<file path="config.mk">
export PLATFORM = sky130hd
export DESIGN_NAME = irq_collect_top
export DESIGN_NICKNAME = d
export VERILOG_FILES = /design/src/rtl/irq_agg_pkg.sv /design/src/rtl/irq_src_sync.sv /design/src/rtl/irq_bank_latch.sv /design/src/rtl/irq_reg_port.sv /design/src/rtl/irq_collect_top.sv
export SDC_FILE = /design/constraint.sdc
export NUM_CORES = 1
export LEC_CHECK = 0
export BUFFER_PORTS_ARGS = -buffer_cell sky130_fd_sc_hd__buf_2
export CORE_MARGIN = 2
export CORE_UTILIZATION = 57
export CTS_CLUSTER_SIZE = 16
export DETAILED_ROUTE_END_ITERATION = 16
export PLACE_DENSITY = 0.78
export REMOVE_ABC_BUFFERS = 1
export SLEW_MARGIN = 20
export SYNTH_ARGS = -nofsm -noshare
export SYNTH_HDL_FRONTEND = slang
export SYNTH_SLANG_ARGS = --single-unit
</file>
<file path="constraint.sdc">
create_clock -name clk -period 1.5 [get_ports clk]
set_clock_uncertainty 0.05 [all_clocks]
set_input_delay 0.075 -clock clk [delete_from_list [all_inputs] [get_ports clk]]
set_output_delay 0.075 -clock clk [all_outputs]
set_load 0.01 [all_outputs]
</file>
<file path="src/rtl/irq_agg_pkg.sv">
// Shared definitions for the interrupt aggregator.
// Assumes the register map places the status bytes at the lowest offsets,
// followed by the mask bytes, with any remaining offsets left unused.
package irq_agg_pkg;

    typedef enum logic [1:0] {
        ACC_STATUS = 2'd0,
        ACC_MASK   = 2'd1,
        ACC_VOID   = 2'd2
    } acc_kind_e;

    // Classify a register offset for a block with nb banks.
    function automatic acc_kind_e classify(input int unsigned off, input int unsigned nb);
        if (off < nb)
            return ACC_STATUS;
        else if (off < 2 * nb)
            return ACC_MASK;
        else
            return ACC_VOID;
    endfunction

endpackage

</file>
<file path="src/rtl/irq_src_sync.sv">
// Input conditioning for every interrupt source.
// Each source passes through a STAGES-deep synchronizer. Edge sources then
// give a one-cycle pulse on a rising edge; the level source gives the
// synchronized level itself. Assumes STAGES >= 2 and asynchronous inputs.
module irq_src_sync #(
    parameter int N         = 24,
    parameter int STAGES    = 2,
    parameter int LEVEL_SRC = 12
) (
    input  logic         clk,
    input  logic         rst_n,
    input  logic [N-1:0] src_i,
    output logic [N-1:0] evt_o
);

    for (genvar gi = 0; gi < N; gi++) begin : g_src
        logic [STAGES-1:0] ch_q;

        // Shift the raw input through the synchronizer chain.
        always_ff @(posedge clk) begin
            if (!rst_n)
                ch_q <= '0;
            else
                ch_q <= {ch_q[STAGES-2:0], src_i[gi]};
        end

        if (gi == LEVEL_SRC) begin : g_lvl
            assign evt_o[gi] = ch_q[STAGES-1];
        end else begin : g_edge
            logic prev_q;

            // Hold the previous synchronized value for edge detection.
            always_ff @(posedge clk) begin
                if (!rst_n)
                    prev_q <= 1'b0;
                else
                    prev_q <= ch_q[STAGES-1];
            end

            assign evt_o[gi] = ch_q[STAGES-1] & ~prev_q;
        end
    end

endmodule

</file>
<file path="src/rtl/irq_bank_latch.sv">
// One bank of W sources: the mask register, the edge latches and the
// status byte. For edge positions evt_i is a rising-edge pulse. At the
// level position (global index LEVEL_SRC) it is the synchronized level.
// A clear strobe drops all edge latches of the bank, but an edge that
// is latching in the same cycle wins.
module irq_bank_latch #(
    parameter int W         = 8,
    parameter int BASE      = 0,
    parameter int LEVEL_SRC = 12
) (
    input  logic         clk,
    input  logic         rst_n,
    input  logic [W-1:0] evt_i,
    input  logic         clr_i,
    input  logic         mask_we_i,
    input  logic [W-1:0] mask_wdata_i,
    output logic [W-1:0] status_o,
    output logic [W-1:0] mask_o,
    output logic [W-1:0] edge_o,
    output logic [W-1:0] set_o,
    output logic         pend_o
);

    logic [W-1:0] mask_q;

    // Mask register: loaded by a write to this bank's mask offset.
    always_ff @(posedge clk) begin
        if (!rst_n)
            mask_q <= '0;
        else if (mask_we_i)
            mask_q <= mask_wdata_i;
    end

    for (genvar gb = 0; gb < W; gb++) begin : g_bit
        if (BASE + gb == LEVEL_SRC) begin : g_lvl
            assign status_o[gb] = evt_i[gb];
            assign edge_o[gb]   = 1'b0;
            assign set_o[gb]    = 1'b0;
        end else begin : g_edge
            logic lat_q;
            logic set_w;

            assign set_w = evt_i[gb] & mask_q[gb];

            // Edge latch: set by an enabled edge, cleared by a status read.
            always_ff @(posedge clk) begin
                if (!rst_n)
                    lat_q <= 1'b0;
                else
                    lat_q <= (lat_q & ~clr_i) | set_w;
            end

            assign status_o[gb] = lat_q;
            assign edge_o[gb]   = lat_q;
            assign set_o[gb]    = set_w;
        end
    end

    assign mask_o = mask_q;
    assign pend_o = |(status_o & mask_q);

endmodule

</file>
<file path="src/rtl/irq_reg_port.sv">
// Byte-wide register port. It decodes the read and write strobes into
// per-bank clear and mask-write strobes, and registers the read data.
// Assumes the status bytes sit at offsets 0..NB-1 and the mask bytes at
// NB..2*NB-1.
module irq_reg_port
    import irq_agg_pkg::*;
#(
    parameter int NB = 3,
    parameter int W  = 8,
    parameter int AW = 3
) (
    input  logic            clk,
    input  logic            rst_n,
    input  logic            rd_en,
    input  logic            wr_en,
    input  logic [AW-1:0]   addr,
    input  logic [NB*W-1:0] status_i,
    input  logic [NB*W-1:0] mask_i,
    output logic [NB-1:0]   clr_o,
    output logic [NB-1:0]   mask_we_o,
    output logic            stat_rd_o,
    output logic [W-1:0]    rd_data
);

    logic [W-1:0] rd_next;
    logic [W-1:0] rd_q;
    acc_kind_e    kind;

    assign kind      = classify(32'(addr), NB);
    assign stat_rd_o = rd_en && (kind == ACC_STATUS);

    for (genvar gb = 0; gb < NB; gb++) begin : g_dec
        assign clr_o[gb]     = stat_rd_o && (addr == AW'(gb));
        assign mask_we_o[gb] = wr_en && (addr == AW'(NB + gb));
    end

    // Select the byte addressed by the current offset.
    always_comb begin
        rd_next = '0;
        for (int b = 0; b < NB; b++) begin
            if (kind == ACC_STATUS && addr == AW'(b))
                rd_next = status_i[b*W +: W];
            if (kind == ACC_MASK && addr == AW'(NB + b))
                rd_next = mask_i[b*W +: W];
        end
    end

    // Read data register: loaded on each read strobe, held otherwise.
    always_ff @(posedge clk) begin
        if (!rst_n)
            rd_q <= '0;
        else if (rd_en)
            rd_q <= rd_next;
    end

    assign rd_data = rd_q;

endmodule

</file>
<file path="src/rtl/irq_collect_top.sv">
// Interrupt aggregator top. It synchronizes NB*W request inputs, latches
// enabled edges per bank, keeps one level source live, and drives a single
// registered interrupt line. The line drops for one cycle after any status
// read so the host sees a new rising edge if requests remain.
// Assumes the host reacts to the rising edge of irq_o.
module irq_collect_top #(
    parameter int NB          = 3,
    parameter int W           = 8,
    parameter int AW          = 3,
    parameter int LEVEL_SRC   = 12,
    parameter int SYNC_STAGES = 2
) (
    input  logic            clk,
    input  logic            rst_n,
    input  logic [NB*W-1:0] src_i,
    input  logic            rd_en,
    input  logic            wr_en,
    input  logic [AW-1:0]   addr,
    input  logic [W-1:0]    wdata,
    output logic [W-1:0]    rd_data,
    output logic            irq_o
);

    localparam int N = NB * W;

    logic [N-1:0]  evt;
    logic [N-1:0]  status_all;
    logic [N-1:0]  mask_q;
    logic [N-1:0]  edge_stat_q;
    logic [N-1:0]  edge_set;
    logic [NB-1:0] pend;
    logic [NB-1:0] clr;
    logic [NB-1:0] mask_we;
    logic          stat_rd;
    logic          irq_q;

    irq_src_sync #(
        .N         (N),
        .STAGES    (SYNC_STAGES),
        .LEVEL_SRC (LEVEL_SRC)
    ) u_sync (
        .clk   (clk),
        .rst_n (rst_n),
        .src_i (src_i),
        .evt_o (evt)
    );

    for (genvar gb = 0; gb < NB; gb++) begin : g_bank
        irq_bank_latch #(
            .W         (W),
            .BASE      (gb * W),
            .LEVEL_SRC (LEVEL_SRC)
        ) u_bank (
            .clk          (clk),
            .rst_n        (rst_n),
            .evt_i        (evt[gb*W +: W]),
            .clr_i        (clr[gb]),
            .mask_we_i    (mask_we[gb]),
            .mask_wdata_i (wdata),
            .status_o     (status_all[gb*W +: W]),
            .mask_o       (mask_q[gb*W +: W]),
            .edge_o       (edge_stat_q[gb*W +: W]),
            .set_o        (edge_set[gb*W +: W]),
            .pend_o       (pend[gb])
        );
    end

    irq_reg_port #(
        .NB (NB),
        .W  (W),
        .AW (AW)
    ) u_port (
        .clk       (clk),
        .rst_n     (rst_n),
        .rd_en     (rd_en),
        .wr_en     (wr_en),
        .addr      (addr),
        .status_i  (status_all),
        .mask_i    (mask_q),
        .clr_o     (clr),
        .mask_we_o (mask_we),
        .stat_rd_o (stat_rd),
        .rd_data   (rd_data)
    );

    // Output register: any masked pending bit, dropped after a status read.
    always_ff @(posedge clk) begin
        if (!rst_n)
            irq_q <= 1'b0;
        else
            irq_q <= (|pend) & ~stat_rd;
    end

    assign irq_o = irq_q;

endmodule

</file>
# After elaboration in Yosys (flattened, before gate mapping)
# Cells that the tools add are included.
word_totals:
  wordCells: 230
  input_bits: 39
  reg_bits: 127
  output_inout_bits: 9
classes:
  bitwise_logic: 123
  reduce_logical: 16
  magnitude_cmp: 2
  n_eq_ne: 6
  muxes: 8
ops:
  columns: ["operator", "n"]
  rows:
  - ["AND 1 bit", 70]
  - ["two-way mux 8 bit", 6]
  - ["inverter 1 bit", 27]
  - ["AND 8 bit", 3]
  - ["OR reduction 24 bit", 1]
  - ["OR 1 bit", 23]
  - ["logical AND 1 bit", 13]
  - ["equality test 3 x 2 -> 1 bit, second input constant", 2]
  - ["equality test 3 bit, second input constant", 2]
  - ["two-way mux 2 bit", 2]
  - ["equality test 3 x 1 -> 1 bit, second input constant", 1]
  - ["logical NOT 3 bit", 1]
  - ["< comparator 3 x 2 -> 1 bit, second input constant", 1]
  - ["< comparator 3 bit, second input constant", 1]
  - ["equality test 2 x 1 -> 1 bit, second input constant", 1]
  - ["logical NOT 2 bit", 1]

# Longest topological paths before layout
# Gate-level depths: netlist of run 1.
depth:
  depth_word: 11
  depth_mapped: 7
  mapped_depth_nobuf: 4

# Cells and area by module
# From an unflattened synthesis of run 1, not the netlist that was laid out.
hier_totals:
  hier_cells: 523
  area_unflattened_um2: 5396.4
modules_own_cells:
  columns: ["module", "area_each_um2", "n_inst", "cells_each", "seq_area_each_um2"]
  rows:
  - ["irq_src_sync", 2059.5, 1, 173, 1421.4]
  - ["irq_bank_latch at g_bank[0].u_bank ...", 845.8, 2, 87, 320.3]
  - ["irq_bank_latch at g_bank[1].u_bank", 813.3, 1, 84, 300.3]
  - ["irq_reg_port", 789.5, 1, 89, 160.2]
  - ["irq_collect_top", 42.5, 1, 3, 20.0]

# Worst setup path after synthesis of run 1
# OpenSTA, ideal clock, no wires.
synth_timing:
  path_kind: "register -> register"
  from: "register g_bank[0].u_bank.g_bit[2].g_edge.lat_q"
  to: "register u_port.rd_q[2], in the netlist u_port.rd_data[2]"
  setup_time_ns: 0.116
  t_required_ns: 1.334
  n_path_buf: 0
  t_arrival_ns: 1.046
  period_less_slack_ns: 1.212
  setup_slack_ns: 0.288
  stages_incl_launch_ff: 5
  path_cell_list: "dfxtp_1 nor2b_1 a2111oi_0 a21oi_1 a41o_1"
synth_via:
  elab_chain_len: 6
synth_rtl:
  columns: ["item", "line_no", "text"]
  rows:
  - ["start: declaration", "irq_bank_latch.sv:40", "logic lat_q;"]
  - ["start signal: assignment", "irq_bank_latch.sv:50", "lat_q <= (lat_q & ~clr_i) | set_w;"]
  - ["two-way mux 8 bit", "irq_reg_port.sv:41", "if (kind == ACC_STATUS && addr == AW'(b))"]
  - ["two-way mux 8 bit", "irq_reg_port.sv:43", "if (kind == ACC_MASK && addr == AW'(NB + b))"]
  - ["two-way mux 8 bit", "irq_reg_port.sv:41", null]
  - ["two-way mux 8 bit", "irq_reg_port.sv:43", null]
  - ["two-way mux 8 bit", "irq_reg_port.sv:41", null]
  - ["two-way mux 8 bit", "irq_reg_port.sv:43", null]
  - ["end signal: assignment", "irq_reg_port.sv:53", "rd_q <= rd_next;"]
  - ["end: declaration", "irq_reg_port.sv:26", "logic [W-1:0] rd_q;"]
# No other way between the ends.
# A chain may end at the register's enable or synchronous reset.

# Final worst setup path of run 1
layout_timing:
  from: "input addr[2]"
  to: "register g_bank[1].u_bank.mask_q[6]"
layout_via:
  elab_chain_len: 2
layout_rtl:
  columns: ["item", "line_no", "text"]
  rows:
  - ["start: declaration", "irq_collect_top.sv:18", "input logic [AW-1:0] addr,"]
  - ["equality test 3 bit", "irq_reg_port.sv:34", "assign mask_we_o[gb] = wr_en && (addr == AW'(NB + gb));"]
  - ["logical AND 1 bit", "irq_reg_port.sv:34", null]
  - ["end signal: assignment", "irq_bank_latch.sv:31", "mask_q <= mask_wdata_i;"]
  - ["end: declaration", "irq_bank_latch.sv:24", "logic [W-1:0] mask_q;"]
# No other way between the ends.

==> results of run 1 <==
## cell usage in the layout (no fill, tap or decap), types with 2 or more instances in the layout
cell type and count:
bufinv_16 3, nor2b_1 26, buf_12 2, clkbuf_16 16, a21oi_1 8, mux2i_1 3
a21boi_1 3, inv_1 24, clkinvlp_4 4, dlygate4sd3_1 37, buf_2 46, buf_4 25
nand2_1 51, mux4_2 6, a21boi_0 21, and3b_1 2, o21ai_0 10, mux2_2 6
nand3b_1 3, a22oi_1 18, a2111oi_0 2, nand4_1 4, and2_1 71, a32oi_1 23
clkbuf_1 4, dfxtp_1 127, clkbuf_8 3, nand3_1 2
## tightest hold or removal path, delay by kind of cell
kind / cells / cell delay, ps
buffers and inverters: 2 / 280
AO/OA/AOI/OAI: 1 / 60
AND/OR/NAND/NOR: 2 / 120
## layer usage
metal  track usage, %  part of all wire [%]  routed length, um  vias to the layer above
met5                0                     0                  0                        -
met4             15.8                   3.3                361                        0
met3             6.29                   5.5                591                       36
met2             43.6                    50               5390                      119
met1             30.6                    41               4460                     1669
li1                 -                     -                  -                     1733
## area by class of cell
class,instances,area share (%)
clock buffer,23,7.62
clock inverter,9,2.23
inverter,24,1.50
multi-input combinational,268,30.2
sequential,127,42.4
tap,102,2.13
timing repair buffer,111,13.9
## sequential cells by signal (all words and copies together), names as in the netlist
| register | cells |
|---|---|
| u_sync.g_src.ch_q | 48 |
| g_bank.u_bank.mask_o | 24 |
| g_bank.u_bank.g_bit.g_edge.lat_q | 23 |
| u_sync.g_src.g_edge.prev_q | 23 |
| u_port.rd_data | 8 |
| irq_o | 1 |
## cells by family after synthesis
family,Yosys count
compound gates,87
buf+inv,48
flops,127
mux,15
simple gates,166
## metrics by stage
step | std cells | util, % | setup TNS, ps | hold slack, ps
4_1_cts | 664 | 77.6 | 0 | 21.9
2_1_floorplan | 419 | - | 0 | 114
3_5_place_dp | 595 | 65.1 | -356 | 233
5_1_grt | 664 | 77.6 | 0 | 46.9
3_3_place_gp | 595 | 65.1 | 0 | 229
6_report | 664 | 77.6 | 0 | 24.9
## power breakdown
part | switching, W | total [W] | internal [W]
Clock | 0.00144 | 0.00406 | 0.00262
Sequential | 0.0000473 | 0.00353 | 0.00348
Combinational | 0.000199 | 0.000439 | 0.000239
## what timing repair did
item                                    CTS  global route
hold buffers                             37             0
endpoints found under the setup margin    0             1
hold endpoints to repair                 58             0
resized for setup                         0             1
## final timing paths
kind,start,endpoint,depth (start not counted)
worst min register to register,u_sync.g_src[23].ch_q[0],u_sync.g_src[23].ch_q[1],1
worst max register to register,g_bank[0].u_bank.mask_o[2],g_bank[0].u_bank.mask_o[2],3
worst min-delay path,addr[2],g_bank[0].u_bank.mask_o[7],5
worst max-delay path,addr[2],g_bank[1].u_bank.mask_o[6],7
==> results by group, run 1 <==
Synthesis
  • Compound-Gate Fraction of Synth Area: 14.2%
  • Mapped cell area: 4550 sq um
  • Synth Instances: 443
  • Most common flop cell mapped by yosys: dfxtp_1
  • Area share of fa/ha/maj cells after synthesis: 0%
  • Register area share after synthesis: 55.9%
  • Post-synth ARST share: 0%
  • Most frequent cell after synthesis: dfxtp_1
  • Largest family of logic cells by synthesized area: simple AND/OR/NAND/NOR gates
  • Synth top area share: 55.9%
  • Synth area leader: dfxtp_1
  • Synth Register Bits: 127
  • Post-synthesis mux area share: 5.12%
  • Synth top area cells: dfxtp_1 56%, and2_1 9.8%, a32oi_1 4.4%
  • XOR/XNOR Fraction of Synth Area: 0%
  • Synth Warn #: 0
  • Library cells used by synthesis: 32
  • Most frequent cells after synthesis: 127 x dfxtp_1, 71 x and2_1, 51 x nand2_1
  • Number of synthesized flops with an enable pin: 0
  • Synthesized area per cell: 10.3 sq um
  • Simple-gate share of the synthesized area: 20.5%

Timing
  • Max-slew headroom: 67.4%
  • Final count of hold timing violations: 0
  • Slew Viols, Final: 0
  • Worst-Margin Slew: 477 ps
  • Finish-stage setup viols: 0
  • RSZ-0062 raised after global routing: no
  • PnR worst setup slack: 98.6 ps
  • Tcrit/Tclk final: 93.4%
  • Peak Freq: 714 MHz
  • Final min period: 1400 ps

Placed design
  • DP Wirelength: 6700 um
  • Port Buffer Count: 47
  • Placer Congestion: 0.897
  • Dpl cell area: 5030 sq um
  • Dpl ws: -106 ps

Cells and area
  • Register area: 2540 sq um
  • Layout Nets: 588
  • ANT cells: 0
  • Multi-input logic area: 1810 sq um
  • Filler instances: 503
  • Area growth from synthesis to layout: 31.9%
  • Final Cell Area: 6000 sq um
  • Share of post-route cells with drive strength above 1: 20.5%

Global route
  • Vias in the first global route: 3,614
  • Aggregate global-route resource usage: 26.2%
  • Gr ovfl total: 0
  • Largest net degree at the start of global routing: 51
  • Initial antenna violation count: 0
  • First-pass GRT wire length: 17,400 um

Job
  • MaxCap Viol Count: 0

Power
  • Tot Pwr: 0.00803 W
  • Peak supply drop: 0.810 mV
  • Lkg Pwr: 2.36 nW
  • PD cells: 1340 nW/um^2

Setup path
  • CP Buf/Inv Count: 3
  • CP max stage delay: 560 ps
  • Crit-path slowest cell: dlygate4sd3_1
  • Worst-path maximum fanout: 8
  • Endpoint class of the critical path: flop
  • Critical Path RT: 1860 ps
  • Crit path DAT: 1760 ps
  • Critical Path, Cell by Cell: buf_2 > nor2b_1 > buf_4 > nand3b_1 > nand2_1 > a21boi_0 > dlygate4sd3_1
  • Worst reg-to-reg setup slack: 130 ps
  • Crit path max-delay family: buffers and inverters
  • Worst Path Class, Setup: input port to flop
  • CP Launch Type: input port

Route
  • DR iter-0 viols: 185
  • DRC Markers: 0
  • DR vias/cell: 5.36
  • Drt total wl: 10,800 um
  • Drt first pass iters: 5
  • Routed vias: 3,557
  • Routed WL per cell: 16.3 um
  • DRT antenna net count: 0

Die
  • Starting density of the core: 58.9%
  • Boundary pin count: 48
  • Row count: 32
  • Die span in y: 93.3 um
  • Die W: 93.3 um
  • Core area: 7730 sq um
  • Die area: 8710 sq um

Clocking
  • H-tree levels: 4
  • Clk slew on worst S/H paths: 60 ps
  • Clock Latency Late Sink: 520 ps
  • CTS tree: built
  • Setup Fix Bufs, Post-CTS: 0
  • Root Driver: clkbuf_8
  • CTS sink count: 127
  • TritonCTS buffer count: 17
  • Clk buf depth: 2

Outcome
  • Status: complete, no violations

Hold path
  • Worst hold path type: input port to flop
Power figures use the tool's default switching activity.
==> run 2: changes to the inputs <==
CTS_CLUSTER_DIAMETER = 80   (was unset)
SETUP_SLACK_MARGIN = 0.1   (was unset)
==> run 2 against run 1 <==
Net effect: clock power barely moved; die area is the same; critical path depth decreased by 3; non-clock buffer count down 2; register-to-register slack gained 40 ps; worst setup slack improved by 69 ps; final cell count decreased by 0.30%; cell area is 0.29% lower; sequential cell count unchanged; largest power group unchanged.
==> results by group, run 2 (synthesized netlist as in run 1, its figures left out) <==
Clocking
  • Clk buf depth: 2
  • Clk slew on worst S/H paths: 60 ps
  • H-tree levels: 4
  • TritonCTS buffer count: 17
  • CTS sink count: 127
  • CTS tree: built
  • Clock Latency Late Sink: 520 ps
  • Root Driver: clkbuf_8

Die
  • Die W: 93.3 um
  • Row count: 32
  • Die span in y: 93.3 um
  • Boundary pin count: 48
  • Die area: 8710 sq um
  • Core area: 7730 sq um
  • Starting density of the core: 58.9%

Route
  • DRC Markers: 0
  • Routed vias: 3,572
  • Drt first pass iters: 5
  • DRT antenna net count: 0
  • DR iter-0 viols: 187
  • Routed WL per cell: 16.3 um
  • Drt total wl: 10,800 um
  • DR vias/cell: 5.40

Placed design
  • Port Buffer Count: 47
  • Placed cells: 595
  • Placer Congestion: 0.897
  • DP Wirelength: 6700 um
  • Dpl ws: -106 ps

Timing
  • Worst-Margin Slew: 522 ps
  • PnR worst setup slack: 168 ps
  • Final count of hold timing violations: 0
  • Tcrit/Tclk final: 88.8%
  • Max-slew headroom: 65.2%
  • Slew Viols, Final: 0
  • Final min period: 1330 ps
  • RSZ-0062 raised after global routing: no
  • Peak Freq: 751 MHz
  • Finish-stage setup viols: 0
  • Setup TNS: 0 ps

Global route
  • Met2 Use GR: 43.3%
  • GR Util met3: 6.53%
  • Vias in the first global route: 3,596
  • Largest net degree at the start of global routing: 51
  • GR Util met1: 30.3%
  • Aggregate global-route resource usage: 26.1%
  • Gr ovfl total: 0
  • Initial antenna violation count: 0
  • First-pass GRT wire length: 17,400 um
  • Gr busiest metal: met2

Power
  • Internal power: 0.00633 W
  • Logic pwr share: 5.5%
  • Lkg Pwr: 2.35 nW
  • P_sw: 0.00169 W
  • Peak supply drop: 0.814 mV
  • PD cells: 1340 nW/um^2
  • Switching share of power: 21.0%
  • Sequential Power Share: 44.0%
  • Power share of the clock group: 50.6%

Cells and area
  • Biggest register: u_sync.g_src.ch_q
  • ANT cells: 0
  • Filler instances: 504
  • Commonest non-fill, non-tap cell in the layout: dfxtp_1
  • Share of post-route cells with drive strength above 1: 20.7%
  • Final Non-Filler Cells: 662
  • Commonest cells after routing, fill and taps aside: 127 x dfxtp_1, 71 x and2_1, 51 x nand2_1, 47 x buf_2, 35 x dlygate4sd3_1
  • Layout Nets: 586
  • Area growth from synthesis to layout: 31.5%
  • Max FFs per register: 48

Hold path
  • Worst hold path type: input port to flop

Setup path
  • Critical Path RT: 1830 ps
  • Endpoint class of the critical path: flop
  • Worst Path Class, Setup: flop to flop
  • CP Launch Type: flop
  • Worst-path maximum fanout: 4
  • Crit path DAT: 1670 ps

Job
  • MaxCap Viol Count: 0

Outcome
  • Status: complete, no violations
run 2: cell count changes in the layout (fill, tap and decap cells not counted):
| cell | before | now |
|---|---|---|
| a2111oi_0 | 2 | 0 |
| a2111oi_1 | 0 | 2 |
| buf_2 | 46 | 47 |
| clkbuf_4 | 1 | 0 |
| dlygate4sd3_1 | 37 | 35 |
| or3b_1 | 1 | 0 |
| or3b_4 | 0 | 1 |
run 2: routing by layer:
layer	vias to the layer above	wire length, um
li1	1722	-
met1	1679	4450
met2	131	5400
met3	40	546
met4	0	394
met5	-	0
run 2: power by group through the flow:
stage,Sequential [W],Combinational [W],Clock (W)
3_3_place_gp,0.00359,0.000347,0
4_1_cts,0.00353,0.000432,0.00410
5_1_grt,0.00353,0.000474,0.00426
6_report,0.00353,0.000438,0.00406
2_1_floorplan,0.00358,0.000142,0
3_5_place_dp,0.00360,0.000359,0
run 2: final cells by class:
type / count / area, sq um / area share [%]
sequential: 127 / 2540 / 42.5
tap: 102 / 128 / 2.13
inverter: 24 / 90.1 / 1.51
clock inverter: 9 / 134 / 2.24
clock buffer: 23 / 457 / 7.64
timing repair buffer: 109 / 813 / 13.6
multi-input combinational: 268 / 1820 / 30.4
run 2: worst paths after layout:
path / end / slack, ps / start / cells past startpoint
hold reg to reg: u_sync.g_src[23].ch_q[1] / 380 / u_sync.g_src[23].ch_q[0] / 1
hold / removal: g_bank[0].u_bank.mask_o[1] / 30 / addr[2] / 5
setup reg to reg: u_port.rd_data[7] / 170 / g_bank[1].u_bank.mask_o[7] / 4
setup / recovery: u_port.rd_data[7] / 170 / g_bank[1].u_bank.mask_o[7] / 4
run 2: through the flow:
stage	util (%)	hold slack (ps)	power [W]	instance area [sq um]
after detailed placement	65.1	233	0.00395	5030
final	77.4	31.9	0.00802	5980
after global routing	77.4	47.2	0.00827	5980
after CTS	77.3	18.8	0.00805	5970
after floorplan	-	114	0.00373	4440
after global placement	65.1	229	0.00394	5030
run 2: what timing repair did:
action                                  in CTS  in global routing
hold buffers                                35                  0
hold endpoints to repair                    58                  0
endpoints found under the setup margin       0                  7
buffers inserted                             0                  0
gates resized for setup                      0                  3
run 2: worst max-delay path, cell delays in order, from the launching register on:
cell and delay (ps):
dfxtp_1 340, o21ai_0 200, a21oi_1 90, a2111oi_1 430, nor3_1 100
